<file path="src/rtl/mode_ctrl_pkg.sv">
package mode_ctrl_pkg;
  typedef enum logic [2:0] {
    MODE_CLEAR = 3'b000,
    MODE_TEST  = 3'b100,
    MODE_NORM  = 3'b101
  } mode_e;

  typedef enum logic [1:0] {
    SRC_IDLE,
    SRC_NORM,
    SRC_TEST
  } src_e;
endpackage

</file>
<file path="src/rtl/mode_decode.sv">
module mode_decode
  import mode_ctrl_pkg::*;
(
  input  logic [2:0] mode_i,
  output src_e       src_o,
  output logic       run_o
);
  always_comb begin
    unique case (mode_i)
      MODE_TEST: src_o = SRC_TEST;
      MODE_NORM: src_o = SRC_NORM;
      default:   src_o = SRC_IDLE;
    endcase
  end

  assign run_o = (src_o == SRC_TEST);
endmodule

</file>
<file path="src/rtl/walk_gen.sv">
module walk_gen #(
  parameter int BUS_W = 36,
  parameter int SEL_W = 3,
  localparam int POS_W = $clog2(BUS_W)
) (
  input  logic             clk_i,
  input  logic             rst_ni,
  input  logic             run_i,
  output logic [POS_W-1:0] pos_o,
  output logic [SEL_W-1:0] sel_o
);
  localparam logic [POS_W-1:0] LAST = POS_W'(BUS_W - 1);

  always_ff @(posedge clk_i or negedge rst_ni) begin
    if (!rst_ni) begin
      pos_o <= '0;
      sel_o <= '0;
    end else if (!run_i) begin
      pos_o <= '0;
      sel_o <= '0;
    end else if (pos_o == LAST) begin
      pos_o <= '0;
      sel_o <= sel_o + 1'b1;
    end else begin
      pos_o <= pos_o + 1'b1;
    end
  end

  assert_pos_range_R4: assert property (@(posedge clk_i) disable iff (!rst_ni)
    pos_o <= LAST);
  assert_step_R4: assert property (@(posedge clk_i) disable iff (!rst_ni)
    (run_i && pos_o != LAST) |=> (pos_o == $past(pos_o) + 1'b1) && $stable(sel_o));
  assert_wrap_R5: assert property (@(posedge clk_i) disable iff (!rst_ni)
    (run_i && pos_o == LAST) |=> (pos_o == '0) && (sel_o == $past(sel_o) + 1'b1));
  assert_hold_R7: assert property (@(posedge clk_i) disable iff (!rst_ni)
    !run_i |=> (pos_o == '0) && (sel_o == '0));
endmodule

</file>
<file path="src/rtl/out_mux.sv">
module out_mux
  import mode_ctrl_pkg::*;
#(
  parameter int DATA_W = 32,
  parameter int PAR_W  = 4,
  parameter int SEL_W  = 3,
  localparam int BUS_W = DATA_W + PAR_W,
  localparam int POS_W = $clog2(BUS_W)
) (
  input  src_e             src_i,
  input  logic [POS_W-1:0] pos_i,
  input  logic [SEL_W-1:0] cnt_i,
  input  logic [BUS_W-1:0] norm_data_i,
  input  logic             norm_perr_i,
  input  logic [SEL_W-1:0] norm_sel_i,
  output logic [BUS_W-1:0] data_o,
  output logic             perr_o,
  output logic [SEL_W-1:0] sel_o
);
  logic [BUS_W-1:0] walk_vec;

  for (genvar i = 0; i < BUS_W; i++) begin : g_walk
    assign walk_vec[i] = (pos_i != POS_W'(i));
  end

  always_comb begin
    unique case (src_i)
      SRC_TEST: begin
        data_o = walk_vec;
        perr_o = (pos_i >= POS_W'(DATA_W));
        sel_o  = cnt_i;
      end
      SRC_NORM: begin
        data_o = norm_data_i;
        perr_o = norm_perr_i;
        sel_o  = norm_sel_i;
      end
      default: begin
        data_o = '0;
        perr_o = 1'b0;
        sel_o  = '0;
      end
    endcase
  end
endmodule

</file>
<file path="src/rtl/mode_ctrl.sv">
module mode_ctrl
  import mode_ctrl_pkg::*;
#(
  parameter int DATA_W = 32,
  parameter int PAR_W  = 4,
  parameter int SEL_W  = 3,
  localparam int BUS_W = DATA_W + PAR_W,
  localparam int POS_W = $clog2(BUS_W)
) (
  input  logic             clk_i,
  input  logic             rst_ni,
  input  logic [2:0]       mode_i,
  input  logic [BUS_W-1:0] norm_data_i,
  input  logic             norm_perr_i,
  input  logic [SEL_W-1:0] norm_sel_i,
  output logic [BUS_W-1:0] host_data_o,
  output logic             host_perr_o,
  output logic [SEL_W-1:0] sel_o
);
  src_e             src;
  logic             run;
  logic [POS_W-1:0] pos;
  logic [SEL_W-1:0] cnt;

  mode_decode u_dec (
    .mode_i (mode_i),
    .src_o  (src),
    .run_o  (run)
  );

  walk_gen #(.BUS_W(BUS_W), .SEL_W(SEL_W)) u_walk (
    .clk_i  (clk_i),
    .rst_ni (rst_ni),
    .run_i  (run),
    .pos_o  (pos),
    .sel_o  (cnt)
  );

  out_mux #(.DATA_W(DATA_W), .PAR_W(PAR_W), .SEL_W(SEL_W)) u_mux (
    .src_i       (src),
    .pos_i       (pos),
    .cnt_i       (cnt),
    .norm_data_i (norm_data_i),
    .norm_perr_i (norm_perr_i),
    .norm_sel_i  (norm_sel_i),
    .data_o      (host_data_o),
    .perr_o      (host_perr_o),
    .sel_o       (sel_o)
  );

  assert_one_zero_R3: assert property (@(posedge clk_i) disable iff (!rst_ni)
    (mode_i == 3'b100) |-> ($countones(~host_data_o) == 1));
  assert_perr_field_R6: assert property (@(posedge clk_i) disable iff (!rst_ni)
    (mode_i == 3'b100) |-> (host_perr_o == (host_data_o[BUS_W-1:DATA_W] != '1)));
  assert_clear_idle_R1: assert property (@(posedge clk_i) disable iff (!rst_ni)
    (mode_i == 3'b000) |-> (host_data_o == '0 && !host_perr_o && sel_o == '0));
  assert_pass_R2: assert property (@(posedge clk_i) disable iff (!rst_ni)
    (mode_i == 3'b101) |-> (host_data_o == norm_data_i && host_perr_o == norm_perr_i
                            && sel_o == norm_sel_i));
  assert_undef_idle_R7: assert property (@(posedge clk_i) disable iff (!rst_ni)
    (mode_i != 3'b000 && mode_i != 3'b100 && mode_i != 3'b101)
      |-> (host_data_o == '0 && !host_perr_o && sel_o == '0));
endmodule

</file>
<file path="config.mk">
export PLATFORM = sky130hd
export DESIGN_NAME = mode_ctrl
export DESIGN_NICKNAME = d
export VERILOG_FILES = /design/src/rtl/mode_ctrl_pkg.sv /design/src/rtl/mode_decode.sv /design/src/rtl/walk_gen.sv /design/src/rtl/out_mux.sv /design/src/rtl/mode_ctrl.sv
export SDC_FILE = /design/constraint.sdc
export NUM_CORES = 1
export LEC_CHECK = 0
export ABC_AREA = 1
export CAP_MARGIN = 40
export CORE_UTILIZATION = 65
export CTS_BUF_LIST = sky130_fd_sc_hd__clkbuf_4 sky130_fd_sc_hd__clkbuf_8
export CTS_CLUSTER_SIZE = 10
export DETAILED_ROUTE_END_ITERATION = 12
export DONT_BUFFER_PORTS = 1
export GPL_ROUTABILITY_DRIVEN = 0
export PLACE_DENSITY = 0.81
export SLEW_MARGIN = 20
export SYNTH_ARGS = -nofsm -noshare
export SYNTH_HDL_FRONTEND = slang
export SYNTH_SLANG_ARGS = --single-unit
</file>
<file path="constraint.sdc">
create_clock -name clk_i -period 2.2 [get_ports clk_i]
set_clock_uncertainty 0.05 [all_clocks]
set_input_delay 0.44 -clock clk_i [delete_from_list [all_inputs] [get_ports clk_i]]
set_output_delay 0.44 -clock clk_i [all_outputs]
set_load 0.02 [all_outputs]
</file>
==> results by group <==
Placement
  – Placed instance area: 1650 um2
  – HPWL Detailed: 3.12 mm
  – Count of port buffers added during placement: 0

Finish
  – Diodes inserted: 0
  – FF+latch area: 228 um2
  – Number of nets at the end of the flow: 318
  – Cell area after layout: 1720 um2
  – Area used by multi-input combinational logic: 983 um2
  – Share of layout cells above drive strength 1: 25.3%
  – Layout overhead on the synthesized area: 29.2%
  – Fill cell total of the finished layout: 64

STA
  – RSZ-0062 raised after global routing: true
  – Actual slew at the worst max-slew pin: 383 ps
  – Final worst-path setup slack: -50.7 ps
  – Post-Route Setup TNS: -114 ps
  – Post-layout minimum cycle time: 2250 ps
  – Final setup fails: 4
  – Number of endpoints with negative hold slack in the final report: 0
  – Total count of max-transition violations in the final report: 0
  – Final Cycle Share: 102%
  – Highest Clock Rate: 0.444 GHz
  – Relative max-transition margin: 74.4%

Die
  – Core outline area: 1820 um2
  – Number of core rows: 15
  – Die outline area: 2230 um2
  – Die H: 47.2 um
  – Starting density of the core: 73.0%
  – # IOs: 85
  – Horizontal die dimension: 47.2 um

Global routing
  – Total grt overflow: 0
  – Number of antenna violations at the first check in global routing: 0
  – Maximum number of pins on one net before global-route repair: 41
  – Overall track demand over capacity in global routing: 37.2%
  – Via count of the first global-routing pass: 1501
  – Wire length of the first global-routing pass: 5.87 mm

Drt
  – Wire length on met2: 2.33 mm
  – Count of antenna-violating nets left after detailed routing: 0
  – Detailed Routing Iterations Pass 1: 5
  – Met3 routed wirelength: 684 um
  – Per-cell routed wire length: 17.3 um
  – Post-route met1 wirelength: 1.62 mm
  – Routed via count: 1921
  – Avg Vias per Cell: 6.62
  – DRC violations left: 0
  – DRC marker count from the first detailed-route iteration: 159
  – Top layer used by detailed routing: met4
  – WL final: 5.03 mm

CTS
  – Worst-case clock buffer depth: 2
  – TritonCTS Sinks: 9
  – Clk slew on worst S/H paths: 70 ps
  – Deepest level of the CTS H-tree: 1
  – Total clock buffers created by CTS: 3
  – Clock insertion delay at the later pin of the skew report: 280 ps
  – Clock tree from TritonCTS: built
  – CTS Root Cell: sky130_fd_sc_hd__clkbuf_4
  – Post-CTS repair timing setup buffer count: 0

Outcome
  – Outcome: complete, but fails checks
  – Violations in the final reports: setup timing

Synthesis
  – Number of warning messages in the yosys log: 0
  – Post-synthesis sequential area ratio: 16.9%
  – Syn Area/Cell: 5.75 um2
  – Top cells by area, synth: sky130_fd_sc_hd__nand2_1, sky130_fd_sc_hd__dfrtp_1, sky130_fd_sc_hd__a21oi_1, sky130_fd_sc_hd__nand3_1, sky130_fd_sc_hd__o21bai_1
  – Count of unique library cells instantiated by Yosys: 22
  – Synth Instances: 231
  – Flops & latches, synth: 9
  – Cell type contributing the most total cell area after synthesis: sky130_fd_sc_hd__nand2_1
  – Area share of the largest cell type after synthesis: 19.2%
  – Synthesized net count: 283
  – Post-synthesis instance area: 1330 um2

Power and ir drop
  – Power per unit of standard cell area: 273 nW/um2
  – Max IR drop VDD: 0.396 mV
  – Cell leakage power: 0.660 nW

Worst hold path
  – Class of the tightest hold or removal check: in2async

Critical path
  – CP arrival: 1760 ps
  – Crit path kind: reg2out
  – Critical path required time: 1710 ps
  – Startpoint of the lowest-slack register-to-register path: u_walk.pos_o[2]$_DFF_PN0_
  – Number of cells on the worst reg-to-reg path: 6
  – Startpoint types: flip-flop
  – Maximum fanout along the worst path: 8
  – Kind of end point of the critical path: output port
  – Destination of the worst register-to-register timing path: u_walk.pos_o[0]$_DFF_PN0_
  – Worst reg-to-reg setup slack: 690 ps

Flow run
  – Max-cap viol count: 0
-- registers in the layout, indices dropped and copies added (netlist names) --
signal and count:
u_walk.sel_o 3, u_walk.pos_o 6
-- layer usage --
layer / vias to the layer above / global-route usage [%]
met5: - / 0
li1: 837 / -
met3: 64 / 12.3
met2: 223 / 65.8
met4: 0 / 22.9
met1: 797 / 37.6
-- through the flow --
| step | utilization (%) | std cells | power (W) | hold slack (ps) | setup slack, ps |
|---|---|---|---|---|---|
| after floorplan | - | 231 | 0.000263 | 94.4 | 24.0 |
| after global placement | 90.4 | 285 | 0.000306 | 94.5 | 183 |
| after detailed placement | 90.4 | 285 | 0.000311 | 94.5 | 76.8 |
| after CTS | 92.6 | 290 | 0.000452 | 483 | 31.1 |
| after global routing | 94.3 | 290 | 0.000487 | 501 | -80.4 |
| final | 94.3 | 290 | 0.000469 | 457 | -50.7 |
-- area by class of cell --
type                    instances  share of cell area, %
flip-flops and latches          9                   13.3
multi-input cells             191                   57.3
repair buffers                 48                   23.0
well taps                      25                   1.82
clock buffers                   4                   1.75
inverters                      13                   2.84
-- power by group --
group | switching (W) | internal (W)
Combinational | 0.0000958 | 0.0000581
Sequential | 0.00000181 | 0.000166
Clock | 0.0000645 | 0.0000825
Total | 0.000162 | 0.000307
-- worst max-delay path by stage --
stage / start / endpoint / slack, ps / depth (start not counted)
3_3_place_gp: mode_i[0] / sel_o[1] / 180 / 6
5_1_grt: u_walk.pos_o[0]$_DFF_PN0_ / host_data_o[7] / -80 / 7
6_report: u_walk.pos_o[0]$_DFF_PN0_ / host_data_o[7] / -50 / 7
2_1_floorplan: mode_i[0] / host_data_o[10] / 20 / 6
4_1_cts: u_walk.pos_o[2]$_DFF_PN0_ / host_data_o[35] / 30 / 6
3_5_place_dp: mode_i[0] / sel_o[1] / 80 / 6
-- logic make-up (layout without fill, tap and decap cells) --
logic type / count (synthesis) / after routing / synth area share [%]
AOI/OAI and AO/OA: 68 / 68 / 28.2
DFF: 9 / 9 / 16.9
buffers and inverters: 31 / 65 / 10.5
and+or+nand+nor: 114 / 114 / 36.3
xor gates and xnor gates: 2 / 2 / 1.32
adders and majority gates: 7 / 7 / 6.59
-- Yosys cell counts --
cell,instances
sky130_fd_sc_hd__a21oi_1,42
sky130_fd_sc_hd__buf_6,2
sky130_fd_sc_hd__inv_2,3
sky130_fd_sc_hd__buf_2,6
sky130_fd_sc_hd__o21ai_1,8
sky130_fd_sc_hd__xor2_1,2
sky130_fd_sc_hd__nor2_4,1
sky130_fd_sc_hd__nand2_2,1
sky130_fd_sc_hd__nor2_1,13
sky130_fd_sc_hd__clkbuf_1,8
sky130_fd_sc_hd__dfrtp_1,9
sky130_fd_sc_hd__nand2_1,68
sky130_fd_sc_hd__buf_1,1
sky130_fd_sc_hd__o21ai_0,4
sky130_fd_sc_hd__nand3_2,1
sky130_fd_sc_hd__clkbuf_2,1
sky130_fd_sc_hd__nor3_1,1
sky130_fd_sc_hd__inv_1,10
sky130_fd_sc_hd__nand3_1,28
sky130_fd_sc_hd__nor2_2,1
sky130_fd_sc_hd__o21bai_1,14
sky130_fd_sc_hd__ha_1,7
-- cells in the final DEF (no fill, tap or decap) --
cell	Yosys	final
sky130_fd_sc_hd__inv_2	3	3
sky130_fd_sc_hd__dlygate4sd3_1	0	1
sky130_fd_sc_hd__buf_6	2	2
sky130_fd_sc_hd__inv_1	10	10
sky130_fd_sc_hd__ha_2	0	4
sky130_fd_sc_hd__nand2_1	68	67
sky130_fd_sc_hd__ha_1	7	3
sky130_fd_sc_hd__nor3_2	0	1
sky130_fd_sc_hd__a21oi_1	42	42
sky130_fd_sc_hd__buf_12	0	2
sky130_fd_sc_hd__nand2_2	1	2
sky130_fd_sc_hd__nor2_2	1	2
sky130_fd_sc_hd__clkbuf_4	0	4
sky130_fd_sc_hd__nand3_2	1	1
sky130_fd_sc_hd__dfrtp_2	0	2
sky130_fd_sc_hd__o21ai_1	8	8
sky130_fd_sc_hd__o21bai_1	14	14
sky130_fd_sc_hd__buf_4	0	43
sky130_fd_sc_hd__nor2_4	1	1
sky130_fd_sc_hd__o21ai_0	4	4
sky130_fd_sc_hd__dfrtp_1	9	7
sky130_fd_sc_hd__nand3_1	28	28
sky130_fd_sc_hd__nor2_1	13	12
sky130_fd_sc_hd__xor2_1	2	2
-- worst max-delay path, stage by stage (launching register included) --
cell and delay, ps:
sky130_fd_sc_hd__dfrtp_1 480, sky130_fd_sc_hd__ha_2 330, sky130_fd_sc_hd__nand2_1 100, sky130_fd_sc_hd__nor2_1 170
sky130_fd_sc_hd__nand2_1 90, sky130_fd_sc_hd__nand2_1 80, sky130_fd_sc_hd__a21oi_1 60, sky130_fd_sc_hd__buf_4 160
-- timing repair --
| action | in CTS | in global routing |
|---|---|---|
| gates resized for setup | 0 | 11 |
| hold buffers | 1 | 0 |
| endpoints found under the setup margin | 0 | 26 |
| hold endpoints to repair | 9 | 0 |
Power figures use the tool's default switching activity.
